### config.mk
export PLATFORM = sky130hd
export DESIGN_NAME = i2c_rd_target
export DESIGN_NICKNAME = d
export VERILOG_FILES = /design/src/rtl/i2c_tgt_pkg.sv /design/src/rtl/i2c_tgt_sync.sv /design/src/rtl/i2c_tgt_host.sv /design/src/rtl/i2c_tgt_fsm.sv /design/src/rtl/i2c_rd_target.sv
export SDC_FILE = /design/constraint.sdc
export NUM_CORES = 1
export LEC_CHECK = 0
export ABC_AREA = 1
export CORE_MARGIN = 3
export CORE_UTILIZATION = 55
export DETAILED_ROUTE_END_ITERATION = 12
export PLACE_DENSITY = 0.77
export SYNTH_ARGS = -nofsm -noshare
export SYNTH_HDL_FRONTEND = slang
export SYNTH_SLANG_ARGS = --single-unit
### constraint.sdc
create_clock -name clk -period 2 [get_ports clk]
set_input_delay 0.2 -clock clk [delete_from_list [all_inputs] [get_ports clk]]
set_output_delay 0.2 -clock clk [all_outputs]
set_load 0.03 [all_outputs]
### src/rtl/i2c_tgt_pkg.sv
package i2c_tgt_pkg;

  typedef enum logic [2:0] {
    ST_IDLE,
    ST_ADDR,
    ST_ADDR_ACK,
    ST_TX_WAIT,
    ST_TX_SETUP,
    ST_TX_BITS,
    ST_TX_ACK,
    ST_IGNORE
  } tgt_state_e;

  // Upper seven bits of the received address byte against the own address.
  function automatic logic addr_hit(input logic [7:0] rx_byte, input logic [6:0] own_addr);
    return rx_byte[7:1] == own_addr;
  endfunction

  // Inverted bit: 1 means the open-drain output pulls the line low.
  function automatic logic drive_for(input logic bit_val);
    return ~bit_val;
  endfunction

endpackage

### src/rtl/i2c_tgt_sync.sv
module i2c_tgt_sync #(
  parameter int STAGES = 2
) (
  input  logic clk,
  input  logic rst_n,
  input  logic scl_i,
  input  logic sda_i,
  output logic scl_s,
  output logic sda_s,
  output logic scl_rise,
  output logic scl_fall,
  output logic start_evt,
  output logic stop_evt
);
  logic [STAGES-1:0] scl_ff;
  logic [STAGES-1:0] sda_ff;
  logic              scl_p;
  logic              sda_p;

  for (genvar g = 0; g < STAGES; g++) begin : g_stage
    if (g == 0) begin : g_first
      always_ff @(posedge clk or negedge rst_n) begin
        if (!rst_n) begin
          scl_ff[g] <= 1'b1;
          sda_ff[g] <= 1'b1;
        end else begin
          scl_ff[g] <= scl_i;
          sda_ff[g] <= sda_i;
        end
      end
    end else begin : g_next
      always_ff @(posedge clk or negedge rst_n) begin
        if (!rst_n) begin
          scl_ff[g] <= 1'b1;
          sda_ff[g] <= 1'b1;
        end else begin
          scl_ff[g] <= scl_ff[g-1];
          sda_ff[g] <= sda_ff[g-1];
        end
      end
    end
  end

  assign scl_s = scl_ff[STAGES-1];
  assign sda_s = sda_ff[STAGES-1];

  always_ff @(posedge clk or negedge rst_n) begin
    if (!rst_n) begin
      scl_p <= 1'b1;
      sda_p <= 1'b1;
    end else begin
      scl_p <= scl_s;
      sda_p <= sda_s;
    end
  end

  assign scl_rise  = scl_s & ~scl_p;
  assign scl_fall  = ~scl_s & scl_p;
  assign start_evt = scl_s & scl_p & sda_p & ~sda_s;
  assign stop_evt  = scl_s & scl_p & ~sda_p & sda_s;

endmodule

### src/rtl/i2c_tgt_host.sv
module i2c_tgt_host #(
  parameter int DATA_W = 8
) (
  input  logic              clk,
  input  logic              rst_n,
  input  logic              host_wr_i,
  input  logic [DATA_W-1:0] host_wdata_i,
  input  logic              host_release_i,
  input  logic              host_irq_clr_i,
  input  logic              load_evt,
  input  logic              bf_clr_evt,
  input  logic              irq_set_evt,
  output logic [DATA_W-1:0] tx_byte,
  output logic              buf_full,
  output logic              rel_req,
  output logic              irq
);
  logic [DATA_W-1:0] buf_q;
  logic              full_q;
  logic              rel_q;
  logic              irq_q;

  always_ff @(posedge clk or negedge rst_n) begin
    if (!rst_n) begin
      buf_q  <= '0;
      full_q <= 1'b0;
      rel_q  <= 1'b0;
      irq_q  <= 1'b0;
    end else begin
      if (host_wr_i) begin
        buf_q  <= host_wdata_i;
        full_q <= 1'b1;
      end else if (bf_clr_evt) begin
        full_q <= 1'b0;
      end
      // A release with no byte in the buffer is dropped, not stored.
      if (load_evt)
        rel_q <= 1'b0;
      else if (host_release_i && full_q)
        rel_q <= 1'b1;
      if (irq_set_evt)
        irq_q <= 1'b1;
      else if (host_irq_clr_i)
        irq_q <= 1'b0;
    end
  end

  assign tx_byte  = buf_q;
  assign buf_full = full_q;
  assign rel_req  = rel_q;
  assign irq      = irq_q;

  assert_bf_clear_R9: assert property (@(posedge clk) disable iff (!rst_n)
    (bf_clr_evt && !host_wr_i) |=> !full_q);

  assert_irq_sticky_R11: assert property (@(posedge clk) disable iff (!rst_n)
    (irq_q && !host_irq_clr_i) |=> irq_q);

endmodule

### src/rtl/i2c_tgt_fsm.sv
module i2c_tgt_fsm
  import i2c_tgt_pkg::*;
#(
  parameter logic [6:0] TARGET_ADDR = 7'h2A,
  parameter int         DATA_W      = 8
) (
  input  logic              clk,
  input  logic              rst_n,
  input  logic              scl_s,
  input  logic              sda_s,
  input  logic              scl_rise,
  input  logic              scl_fall,
  input  logic              start_evt,
  input  logic              stop_evt,
  input  logic              rel_req,
  input  logic              buf_full_i,
  input  logic [DATA_W-1:0] tx_byte,
  output logic              sda_low_o,
  output logic              scl_low_o,
  output logic              read_mode_o,
  output logic              load_evt,
  output logic              bf_clr_evt,
  output logic              irq_set_evt
);
  localparam int              CNT_W     = $clog2(DATA_W + 1);
  localparam logic [CNT_W-1:0] CNT_FULL = CNT_W'(DATA_W);
  localparam logic [CNT_W-1:0] CNT_LAST = CNT_W'(DATA_W - 1);

  tgt_state_e        state_q;
  logic [DATA_W-1:0] sh_q;
  logic [CNT_W-1:0]  cnt_q;
  logic              sda_q;
  logic              scl_q;
  logic              rw_q;
  logic              ack_q;
  logic              bus_evt;

  assign bus_evt     = start_evt | stop_evt;
  assign load_evt    = (state_q == ST_TX_WAIT) && rel_req && !bus_evt;
  assign bf_clr_evt  = (state_q == ST_TX_BITS) && scl_fall && (cnt_q == CNT_LAST) && !bus_evt;
  assign irq_set_evt = scl_fall && !bus_evt &&
                       (((state_q == ST_ADDR_ACK) && rw_q) || (state_q == ST_TX_ACK));

  always_ff @(posedge clk or negedge rst_n) begin
    if (!rst_n) begin
      state_q <= ST_IDLE;
      sh_q    <= '0;
      cnt_q   <= '0;
      sda_q   <= 1'b0;
      scl_q   <= 1'b0;
      rw_q    <= 1'b0;
      ack_q   <= 1'b0;
    end else if (start_evt) begin
      state_q <= ST_ADDR;
      sh_q    <= '0;
      cnt_q   <= '0;
      sda_q   <= 1'b0;
      scl_q   <= 1'b0;
      rw_q    <= 1'b0;
    end else if (stop_evt) begin
      state_q <= ST_IDLE;
      cnt_q   <= '0;
      sda_q   <= 1'b0;
      scl_q   <= 1'b0;
      rw_q    <= 1'b0;
    end else begin
      unique case (state_q)
        ST_ADDR: begin
          if (scl_rise) begin
            sh_q  <= {sh_q[DATA_W-2:0], sda_s};
            cnt_q <= cnt_q + 1'b1;
          end else if (scl_fall && cnt_q == CNT_FULL) begin
            cnt_q <= '0;
            if (addr_hit(sh_q[7:0], TARGET_ADDR)) begin
              sda_q   <= 1'b1;
              rw_q    <= sh_q[0];
              state_q <= ST_ADDR_ACK;
            end else begin
              state_q <= ST_IGNORE;
            end
          end
        end
        ST_ADDR_ACK: begin
          if (scl_fall) begin
            sda_q <= 1'b0;
            if (rw_q) begin
              scl_q   <= 1'b1;
              state_q <= ST_TX_WAIT;
            end else begin
              state_q <= ST_IGNORE;
            end
          end
        end
        ST_TX_WAIT: begin
          if (rel_req) begin
            sh_q    <= tx_byte;
            sda_q   <= drive_for(tx_byte[DATA_W-1]);
            cnt_q   <= '0;
            state_q <= ST_TX_SETUP;
          end
        end
        ST_TX_SETUP: begin
          // SDA settled one cycle earlier; now let the clock go.
          scl_q   <= 1'b0;
          state_q <= ST_TX_BITS;
        end
        ST_TX_BITS: begin
          if (scl_fall) begin
            if (cnt_q == CNT_LAST) begin
              sda_q   <= 1'b0;
              cnt_q   <= '0;
              state_q <= ST_TX_ACK;
            end else begin
              cnt_q <= cnt_q + 1'b1;
              sh_q  <= {sh_q[DATA_W-2:0], 1'b0};
              sda_q <= drive_for(sh_q[DATA_W-2]);
            end
          end
        end
        ST_TX_ACK: begin
          if (scl_rise) begin
            ack_q <= ~sda_s;
          end else if (scl_fall) begin
            if (ack_q) begin
              scl_q   <= 1'b1;
              state_q <= ST_TX_WAIT;
            end else begin
              state_q <= ST_IDLE;
            end
          end
        end
        default: ;
      endcase
    end
  end

  assign sda_low_o   = sda_q;
  assign scl_low_o   = scl_q;
  assign read_mode_o = rw_q;

  assert_sda_moves_low_R8: assert property (@(posedge clk) disable iff (!rst_n)
    (($past(sda_q) != sda_q) && !$past(bus_evt)) |-> !$past(scl_s));

  assert_load_needs_full_R7: assert property (@(posedge clk) disable iff (!rst_n)
    load_evt |-> buf_full_i);

  assert_start_restarts_R2: assert property (@(posedge clk) disable iff (!rst_n)
    start_evt |=> (state_q == ST_ADDR));

  assert_hold_when_waiting_R6: assert property (@(posedge clk) disable iff (!rst_n)
    scl_q |-> (state_q == ST_TX_WAIT || state_q == ST_TX_SETUP));

  assert_nack_idle_R13: assert property (@(posedge clk) disable iff (!rst_n)
    ((state_q == ST_TX_ACK) && scl_fall && !ack_q && !bus_evt) |=> (state_q == ST_IDLE && !scl_q));

endmodule

### src/rtl/i2c_rd_target.sv
module i2c_rd_target #(
  parameter logic [6:0] TARGET_ADDR = 7'h2A,
  parameter int         DATA_W      = 8,
  parameter int         SYNC_STAGES = 2
) (
  input  logic              clk,
  input  logic              rst_n,
  input  logic              scl_i,
  input  logic              sda_i,
  output logic              scl_low_o,
  output logic              sda_low_o,
  input  logic              host_wr_i,
  input  logic [DATA_W-1:0] host_wdata_i,
  input  logic              host_release_i,
  input  logic              host_irq_clr_i,
  output logic              buf_full_o,
  output logic              irq_o,
  output logic              read_mode_o
);
  logic              scl_s, sda_s, scl_rise, scl_fall, start_evt, stop_evt;
  logic              rel_req, load_evt, bf_clr_evt, irq_set_evt;
  logic [DATA_W-1:0] tx_byte;

  i2c_tgt_sync #(.STAGES(SYNC_STAGES)) u_sync (
    .clk       (clk),
    .rst_n     (rst_n),
    .scl_i     (scl_i),
    .sda_i     (sda_i),
    .scl_s     (scl_s),
    .sda_s     (sda_s),
    .scl_rise  (scl_rise),
    .scl_fall  (scl_fall),
    .start_evt (start_evt),
    .stop_evt  (stop_evt)
  );

  i2c_tgt_host #(.DATA_W(DATA_W)) u_host (
    .clk            (clk),
    .rst_n          (rst_n),
    .host_wr_i      (host_wr_i),
    .host_wdata_i   (host_wdata_i),
    .host_release_i (host_release_i),
    .host_irq_clr_i (host_irq_clr_i),
    .load_evt       (load_evt),
    .bf_clr_evt     (bf_clr_evt),
    .irq_set_evt    (irq_set_evt),
    .tx_byte        (tx_byte),
    .buf_full       (buf_full_o),
    .rel_req        (rel_req),
    .irq            (irq_o)
  );

  i2c_tgt_fsm #(.TARGET_ADDR(TARGET_ADDR), .DATA_W(DATA_W)) u_fsm (
    .clk         (clk),
    .rst_n       (rst_n),
    .scl_s       (scl_s),
    .sda_s       (sda_s),
    .scl_rise    (scl_rise),
    .scl_fall    (scl_fall),
    .start_evt   (start_evt),
    .stop_evt    (stop_evt),
    .rel_req     (rel_req),
    .buf_full_i  (buf_full_o),
    .tx_byte     (tx_byte),
    .sda_low_o   (sda_low_o),
    .scl_low_o   (scl_low_o),
    .read_mode_o (read_mode_o),
    .load_evt    (load_evt),
    .bf_clr_evt  (bf_clr_evt),
    .irq_set_evt (irq_set_evt)
  );

endmodule

==> Yosys cells after proc, flatten, opt, wreduce, memory -nomap -nowiden <==
Cells that the tools add are included.
{ "totals": {"input_bits": 15, "reg_bits": 36, "out_inout_bits": 5} }
{ "op_classes": {"n_eq_ne": 27, "n_addsub": 1, "mux": 59, "bitwise": 16, "n_reduce_logical": 30} }
{ "op_table": {"columns": ["cell", "n"], "rows": [
  ["$mux 8", 6],
  ["$mux 3", 12],
  ["$mux 1", 28],
  ["$mux 4", 7],
  ["$ne 4x1->1 const B", 7],
  ["$pmux 8 s3", 1],
  ["$pmux 3 s6", 1],
  ["$ne 4x2->1 const B", 4],
  ["$pmux 4 s3", 1],
  ["$reduce_and 4->1", 3],
  ["$reduce_and 6->1", 2],
  ["$logic_and 1x1->1", 10],
  ["$reduce_bool 5->1", 2],
  ["$eq 3x3->1 const B", 3],
  ["$ne 3x2->1 const B", 3],
  ["$reduce_and 9->1", 1],
  ["$reduce_bool 3->1", 3],
  ["$not 1->1", 8],
  ["$reduce_bool 8->1", 1],
  ["$and 1x1->1", 7],
  ["$eq 7x6->1 const B", 1],
  ["$reduce_and 7->1", 1],
  ["$eq 3x2->1 const B", 2],
  ["$ne 3x1->1 const B", 2],
  ["other kinds (15)", 17]
]} }

==> Depth between registers and ports, before layout <==
Gate-level depths: netlist (run 1).
{ "depth": {"ltp_word": 8, "mapped_depth": 11, "ltp_nobuf": 10} }

==> Modules after synthesis <==
From an unflattened synthesis (run 1), not the netlist that was laid out.
{ "unflattened": {"hier_cells": 310, "area_unflattened_um2": 2175.8} }
{ "by_module_without_submodules": {"columns": ["mod", "cells_each", "area_each_um2", "n_inst"], "rows": [
  ["i2c_tgt_fsm", 249, 1564.0, 1],
  ["i2c_tgt_host", 44, 412.9, 1],
  ["i2c_tgt_sync", 17, 198.9, 1]
]} }

==> Least setup slack after synthesis (run 1) <==
No wires, ideal clock.
{ "synth_path": {"path_type": "register to register", "from": "register u_sync.scl_ff[1], in the netlist u_sync.scl_s", "to": "register u_fsm.sda_q, in the netlist u_fsm.sda_low_o", "arrival_time_ns": 1.405, "path_stages_with_launch": 11, "path_buffers": 1, "setup_time_ns": 0.118, "required_ns": 1.882, "slack_ns": 0.478, "path_cell_list": "dfstp_2 > nand2_1 > nor2_2 > nor2_2 > buf_6 > nand2_2 > nand2_1 > nor2_2 > nand3_1 > nand2_1 > nand2_1"} }
{ "synth_via": {"elab_chain_len": 5, "elab_cells_between_ends": 19, "cone_classes": "6 x eq/ne; 2 x mux; 8 x bitwise; 3 x reduce/logical"} }
{ "synth_lines": {"columns": ["element", "line_no", "source"], "rows": [
  ["start: declaration", "i2c_tgt_sync.sv:15", "logic [STAGES-1:0] scl_ff;"],
  ["start signal: indexed assignment", "i2c_tgt_sync.sv:37", "scl_ff[g] <= scl_ff[g-1];"],
  ["$and 1x1->1 / $not 1->1 (equally long branches)", "i2c_tgt_sync.sv:59, i2c_tgt_sync.sv:60, i2c_tgt_sync.sv:58", null],
  ["$and 1x1->1, on equally long branches", "i2c_tgt_sync.sv:60, i2c_tgt_sync.sv:58, i2c_tgt_sync.sv:59", null],
  ["$and 1x1->1 (tied with other cells)", "i2c_tgt_sync.sv:60", "assign stop_evt = scl_s & scl_p & ~sda_p & sda_s;"],
  ["$ne 4x1->1 (no source line) (tied with other cells)", null, null],
  ["$reduce_and 7->1 (no source line) / $mux 1 (equally long branches)", null, null],
  ["end signal: assignment", "i2c_tgt_fsm.sv:97", "sda_q <= drive_for(tx_byte[DATA_W-1]);"],
  ["end signal: assignment", "i2c_tgt_fsm.sv:116", "sda_q <= drive_for(sh_q[DATA_W-2]);"],
  ["end: declaration", "i2c_tgt_fsm.sv:32", "logic sda_q;"]
]} }
Several ways; a longest one is shown, not always the timed one.
A chain may end at the register's enable or synchronous reset.

==> Worst setup path after layout (run 1) <==
{ "layout_path": {"from": "register u_sync.scl_ff[1], in the netlist u_sync.scl_s", "to": "register u_fsm.state_q[2]"} }
{ "layout_via": {"elab_chain_len": 5, "elab_cells_between_ends": 21, "cone_classes": "8 x eq/ne; 2 x mux; 8 x bitwise; 3 x reduce/logical"} }
{ "layout_lines": {"columns": ["element", "line_no", "source"], "rows": [
  ["$and 1x1->1 / $not 1->1 (equally long branches)", "i2c_tgt_sync.sv:59, i2c_tgt_sync.sv:60, i2c_tgt_sync.sv:58", null],
  ["$and 1x1->1, on equally long branches", "i2c_tgt_sync.sv:60, i2c_tgt_sync.sv:58, i2c_tgt_sync.sv:59", null],
  ["$and 1x1->1 (tied with other cells)", "i2c_tgt_sync.sv:60", null],
  ["$ne 4x1->1 (no source line) (tied with other cells)", null, null],
  ["$reduce_and 9->1 (no source line) / $mux 3 (equally long branches)", null, null],
  ["end signal: assignment", "i2c_tgt_fsm.sv:46", "state_q <= ST_IDLE;"],
  ["end signal: assignment", "i2c_tgt_fsm.sv:54", "state_q <= ST_ADDR;"],
  ["end signal: assignment", "i2c_tgt_fsm.sv:61", "state_q <= ST_IDLE;"],
  ["end: declaration", "i2c_tgt_fsm.sv:29", "tgt_state_e state_q;"]
]} }
Several ways; a longest one is shown, not always the timed one.

==> results.py, run 1 <==
metrics = {
    "finish": {
        "drive_gt1_frac": 0.119,
        "n_antenna_cell": 0,
        "final-seq-area_um2": 908,
        "fin_util": 0.683,
        "multi_input_area_um2": 988,
        "area_delta_synth_final_pct": 15.4,
        "fin_nets": 318,
        "n_fill_cell": 322,
    },
    "detailed_routing": {
        "drt-pass1-iter-count": 4,
        "routed_wl_mm": 4.44,
        "vias": 1872,
        "remaining_drc_errors": 0,
        "drt_iter0_drc": 166,
        "wire_per_inst_um": 12.8,
        "ant_nets": 0,
        "vias_per_cell": 5.38,
    },
    "timing": {
        "hold_ws_ns": -0.0166,
        "hold_violations": 22,
        "slew_viol_final": 0,
        "period_share": 0.890,
        "max_slew_margin": 0.472,
        "max_freq_mhz": 562,
        "setup_viol": 0,
        "rsz0062_at_grt": "no",
        "clock_skew_ns": 0.00670,
        "timing.final.crit_period_ns": 1.78,
        "worstMarginPinSlew_ns": 0.792,
        "tns_ns": 0,
    },
    "grt": {
        "grt_pass1_vias": 1785,
        "grt_first_pass_wirelength_mm": 7.83,
        "grtUsageTotal": 0.230,
        "grt_max_degree": 37,
        "antenna_found_initial": 0,
        "overflow": 0,
    },
    "status": {
        "status": "finished, violations left",
        "violations": "negative hold slack",
    },
    "power": {
        "ir_worst_vdd_uv": 722,
        "p_leak_nw": 1.19,
        "power_density_nw_per_um2": 1320,
    },
    "critical_path": {
        "worstReg2RegStart": "u_sync.scl_s",
        "critPathRequiredTime_ns": 2.18,
        "critPathKind": "flip-flop to flip-flop",
        "startpoint_type": "flip-flop",
        "reg2reg_depth": 9,
        "arrival_ns": 1.96,
        "reg2reg_slack_ns": 0.22,
        "endpoint_kind": "flip-flop",
        "regToRegEndpoint": "u_fsm.state_q[2]",
        "critical_path_peak_fanout": 8,
    },
    "clocking": {
        "clockBufferDepth": 2,
        "cts_setup_buffers": 0,
        "cts_tree": "done",
        "numCtsBuffers": 5,
        "clock_sinks": 36,
        "clkTransAtPathRegs_ns": 0.07,
        "clock_latency_ns": 0.29,
        "cts-htree-levels": 2,
        "root_buffer": "clkbuf_8",
        "hold_buffers": 0,
        "cts_resized": 0,
    },
    "placement": {
        "port_buffers": 19,
        "hpwl_mm": 3.35,
        "gp_congestion": 0.905,
    },
    "logic_synthesis": {
        "ys_seq_area_frac": 0.446,
        "synth_edf_count": 0,
        "avgSynthCellArea_um2": 7.33,
        "ys_types": 31,
        "synth_nets": 295,
        "synthCells": 278,
        "synth_top_area_cell": "dfrtp_1",
        "synthFlopType": "dfrtp_1",
        "yosysWarnings": 0,
        "synth-seq-cells": 36,
        "synth_top_area_frac": 0.368,
        "synth_area_leaders": "dfrtp_1 37%, nand2_1 15%, dfstp_2 7.7%, nor2_1 6.4%, nand3_1 6.1%",
        "async_flop_share": 1.00,
        "netlist_area_um2": 2040,
    },
    "floorplanning": {
        "die-area_um2": 4470,
        "die_height_um": 66.9,
        "design.core.area_um2": 3440,
        "die_x_um": 66.9,
        "io_pins": 20,
        "fp-row-count": 21,
        "initial_core_util": 0.592,
    },
    "hold_path": {
        "hold_path.class": "primary input to asynchronous set/reset pin",
    },
    "flow_run": {
        "cap_violations": 0,
    },
}
[synth_stat cells (2+ instances only)]
master / instances
nand4_1: 4
inv_2: 3
a31oi_1: 2
nand3_2: 3
ha_1: 2
inv_1: 26
nand3_1: 25
nand2_2: 3
nor2_1: 35
dfstp_2: 6
o21ai_1: 5
dfrtp_1: 30
a21oi_1: 10
nand2_1: 83
o21ai_0: 19
nor2_2: 6
buf_2: 2
[kinds of logic after synthesis]
logic type	count (synthesis)	synth area share
XOR/XNOR	1	0.00430
AND/OR/NAND/NOR	164	0.360
buffers and inverters	34	0.0694
AO/OA/AOI/OAI	41	0.109
flip-flops	36	0.446
adder cells (fa/ha/maj)	2	0.0123
[critical path: stages (launching register included)]
cell,delay (ns)
dfstp_2,0.59
nand2_1,0.11
nor2_2,0.24
nor2_2,0.15
nand2_1,0.10
nand2_1,0.06
nor2_1,0.13
nand3_1,0.14
nand2_1,0.09
nand2_1,0.06
[cell usage in the layout, fill, tap and decap left out, types with 2 or more instances in the layout]
cell type | synthesis | layout
nand2_1 | 83 | 83
nor2_1 | 35 | 35
dfrtp_1 | 30 | 30
inv_1 | 26 | 26
nand3_1 | 25 | 25
o21ai_0 | 19 | 19
clkdlybuf4s50_1 | 0 | 18
a21oi_1 | 10 | 10
nor2_2 | 6 | 6
dfstp_2 | 6 | 6
o21ai_1 | 5 | 5
clkbuf_8 | 0 | 5
nand4_1 | 4 | 4
inv_2 | 3 | 3
nand3_2 | 3 | 3
nand2_2 | 3 | 3
a31oi_1 | 2 | 2
ha_1 | 2 | 2
buf_4 | 1 | 2
[worst max-delay path by stage]
stage / start / end / slack, ns / cells past startpoint
after global routing: u_sync.scl_s / u_fsm.state_q[1] / 0.05 / 9
after detailed placement: u_sync.scl_s / u_fsm.state_q[2] / 0.21 / 9
final: u_sync.scl_s / u_fsm.state_q[2] / 0.22 / 9
after global placement: u_sync.scl_s / u_fsm.state_q[1] / 0.26 / 9
after floorplan: u_sync.scl_s / u_fsm.sda_low_o / 0.48 / 10
after CTS: u_sync.scl_s / u_fsm.state_q[2] / 0.21 / 9
[cell type report]
| cell class | instances | share of cell area |
|---|---|---|
| tap | 46 | 0.0245 |
| clock buffer | 6 | 0.0309 |
| clock inverter | 2 | 0.00691 |
| timing repair buffer | 21 | 0.0851 |
| sequential | 36 | 0.386 |
| multi-input combinational | 208 | 0.420 |
| inverter | 29 | 0.0463 |
[sequential cells by signal (all words and copies together), names as in the netlist, 3 cells and up]
name            flops
u_fsm.cnt_q         4
u_fsm.sh_q          8
u_host.tx_byte      8
u_fsm.state_q       3
[routing by layer]
layer | track usage | vias up | part of all wire
li1 | - | 942 | -
met1 | 0.301 | 867 | 0.46
met2 | 0.377 | 56 | 0.48
met3 | 0.0506 | 7 | 0.052
met4 | 0.0709 | 0 | 0.011
met5 | 0 | - | 0
[stage by stage]
step / cells / area, um^2 / setup WS (ns) / power (mW)
floorplan: 278 / 2040 / 0.478 / 2.21
global placement: 340 / 2260 / 0.259 / 2.57
detailed placement: 340 / 2260 / 0.212 / 2.59
CTS: 348 / 2350 / 0.207 / 3.12
global route: 348 / 2350 / 0.0522 / 3.41
finish: 348 / 2350 / 0.219 / 3.10
[power breakdown]
| group | internal [mW] | switching, mW | total [mW] |
|---|---|---|---|
| combinational | 0.526 | 0.947 | 1.47 |
| sequential | 0.916 | 0.195 | 1.11 |
| clock | 0.248 | 0.272 | 0.520 |
| total | 1.69 | 1.41 | 3.10 |
Power figures use the tool's default switching activity.
==> run 2: changes to the inputs <==
--- a/config.mk
+++ b/config.mk
@@ -8,6 +8,7 @@
 export ABC_AREA = 1
 export CORE_MARGIN = 3
 export CORE_UTILIZATION = 55
+export CTS_CLUSTER_SIZE = 12
 export DETAILED_ROUTE_END_ITERATION = 12
 export PLACE_DENSITY = 0.77
 export SYNTH_ARGS = -nofsm -noshare
==> results of run 2 <==
Final layout, timing and power as in run 1 (identical DEF).
==> run 3: changes to the inputs <==
--- a/config.mk
+++ b/config.mk
@@ -13,4 +13,5 @@
 export PLACE_DENSITY = 0.77
 export SYNTH_ARGS = -nofsm -noshare
 export SYNTH_HDL_FRONTEND = slang
+export SYNTH_HIERARCHICAL = 1
 export SYNTH_SLANG_ARGS = --single-unit
==> run 3 against run 2 <==
Combinational power grew 16%. Register-to-register slack lost 0.05 ns. Final area grew 8.1%. The run still ends with negative hold slack left. Largest cell class unchanged. Clock skew grew 0.0048 ns. Setup slack lost 0.045 ns. Routed wire length grew 11%. Via count grew 7.5%. Clock power grew 8.1%. Worst hold slack lost 0.0067 ns.
==> results.py, run 3 <==
metrics = {
    "critical_path": {
        "critPathRequiredTime_ns": 2.17,
        "critical_path_peak_fanout": 7,
        "endpoint_kind": "flip-flop",
        "startpoint_type": "flip-flop",
        "arrival_ns": 1.99,
        "critPathKind": "flip-flop to flip-flop",
        "reg2reg_slack_ns": 0.17,
    },
    "floorplanning": {
        "die-area_um2": 4750,
        "die_x_um": 68.9,
        "design.core.area_um2": 3740,
        "die_height_um": 68.9,
        "io_pins": 20,
        "fp-row-count": 22,
        "initial_core_util": 0.581,
    },
    "detailed_routing": {
        "remaining_drc_errors": 0,
        "wire_per_inst_um": 12.7,
        "vias": 2013,
        "drt-pass1-iter-count": 4,
        "ant_nets": 0,
        "drt_iter0_drc": 195,
        "vias_per_cell": 5.19,
        "routed_wl_mm": 4.93,
    },
    "clocking": {
        "clock_sinks": 36,
        "clockBufferDepth": 2,
        "clkTransAtPathRegs_ns": 0.08,
        "cts_tree": "done",
        "root_buffer": "clkbuf_8",
        "hold_buffers": 0,
        "clock_latency_ns": 0.29,
        "cts-htree-levels": 2,
        "numCtsBuffers": 5,
    },
    "logic_synthesis": {
        "synth_nets": 327,
        "synth_top_area_cell": "dfrtp_1",
        "yosysWarnings": 6,
        "synth_area_leaders": "dfrtp_1 35%, nand2_1 19%, dfstp_2 7.2%, nor2_1 6.0%, inv_1 5.3%",
        "avgSynthCellArea_um2": 7.02,
        "netlist_area_um2": 2180,
        "ys_seq_area_frac": 0.417,
        "async_flop_share": 1.00,
        "synthCells": 310,
        "synth_top_area_frac": 0.345,
        "ys_types": 30,
        "synth_commonest_cells": "112 x nand2_1, 35 x nor2_1, 31 x inv_1, 30 x dfrtp_1, 22 x nand3_1",
        "synth_edf_count": 0,
        "synth.most_common_cell": "nand2_1",
        "synthFlopType": "dfrtp_1",
        "synth-seq-cells": 36,
    },
    "timing": {
        "period_share": 0.913,
        "timing.final.crit_period_ns": 1.83,
        "max_slew_margin": 0.490,
        "worstMarginPinSlew_ns": 0.766,
        "setup_viol": 0,
        "hold_ws_ns": -0.0233,
        "max_freq_mhz": 548,
        "rsz0062_at_grt": "no",
        "hold_violations": 19,
        "slew_viol_final": 0,
        "clock_skew_ns": 0.0115,
        "setup_ws_ns": 0.174,
        "tns_ns": 0,
    },
    "grt": {
        "grtUsageTotal": 0.244,
        "grt_pass1_vias": 1876,
        "grt_max_degree": 37,
        "overflow": 0,
        "grt_first_pass_wirelength_mm": 8.51,
        "antenna_found_initial": 0,
    },
    "hold_path": {
        "hold_path.class": "primary input to asynchronous set/reset pin",
    },
    "finish": {
        "drive_gt1_frac": 0.159,
        "final_area_um2": 2540,
        "area_delta_synth_final_pct": 16.9,
        "final_cell_mix": "112 x nand2_1, 34 x nor2_1, 31 x inv_1",
        "n_fill_cell": 323,
        "final-seq-area_um2": 908,
        "fin_util": 0.679,
        "fin_nets": 356,
        "n_antenna_cell": 0,
        "layout_commonest_cell": "nand2_1",
        "multi_input_area_um2": 1080,
    },
    "placement": {
        "dpl-instance-area_um2": 2440,
        "hpwl_mm": 3.78,
        "gp_congestion": 0.998,
        "dp_slack_ns": 0.177,
        "port_buffers": 19,
    },
    "power": {
        "ir_worst_vdd_uv": 678,
        "power_density_nw_per_um2": 1320,
        "p_leak_nw": 1.37,
    },
    "status": {
        "violations": "negative hold slack",
        "status": "finished, violations left",
    },
    "flow_run": {
        "cap_violations": 0,
    },
}
-- run 3: path summary, 6_finish.rpt --
path | to | cells past startpoint | startpoint
setup / recovery | u_fsm/state_q[1] | 11 | u_sync/scl_s
hold / removal | u_fsm/cnt_q[0] | 1 | rst_n
setup reg to reg | u_fsm/state_q[1] | 11 | u_sync/scl_s
hold reg to reg | u_sync/sda_s | 0 | u_sync/sda_ff[0]
max in group asynchronous | u_fsm/state_q[2] | 1 | rst_n
min in group clk | u_sync/scl_ff[0] | 1 | scl_i
-- run 3: metal layers --
metal / global-route usage / up-vias / routed length, um
met5: 0 / - / 0
met4: 0.0949 / 0 / 93
met3: 0.0486 / 13 / 279
met2: 0.380 / 61 / 2320
met1: 0.334 / 910 / 2240
li1: - / 1029 / -
-- run 3: worst max-delay path, cell delays in order, from the launching register on --
cell     delay (ns)
dfstp_2        0.55
nand2_1        0.08
nor2_1         0.23
inv_1          0.14
nand2_4        0.12
nor2_2         0.06
nand2_2        0.08
nand3_2        0.09
nor2_4         0.13
nand2_1        0.10
nand2_1        0.07
nand2_1        0.05
-- run 3: kinds of logic after synthesis --
kind of cell	count (synthesis)	share of synthesized area
adder cells (fa/ha/maj)	2	0.0115
AO/OA/AOI/OAI	24	0.0598
AND/OR/NAND/NOR	206	0.426
flip-flops	36	0.417
buffers and inverters	42	0.0851
-- run 3: per-stage QoR --
step	power, mW	std cells	hold WS, ns
floorplan	2.37	310	-0.0956
global placement	2.78	380	0.325
detailed placement	2.78	380	0.325
CTS	3.35	388	0.0220
global route	3.67	388	0.0414
finish	3.35	388	-0.0233
-- run 3: where the power goes --
group          switching (mW)  internal (mW)  total (mW)  leakage [nW]
sequential              0.174          0.912        1.09         0.437
combinational            1.08          0.623        1.70         0.881
clock                   0.247          0.314       0.562        0.0515
total                    1.50           1.85        3.35          1.37
-- run 3: layout make-up --
cell class | instances | share of cell area
tap | 48 | 0.0236
inverter | 36 | 0.0541
timing repair buffer | 28 | 0.0994
sequential | 36 | 0.357
multi-input combinational | 232 | 0.426
clock buffer | 8 | 0.0394
-- run 3: timing repair --
| action | 4_1_cts | 5_1_grt |
|---|---|---|
| endpoints found under the setup margin | 0 | 3 |
| gates resized for setup | 0 | 1 |
| buffers inserted | 0 | 0 |
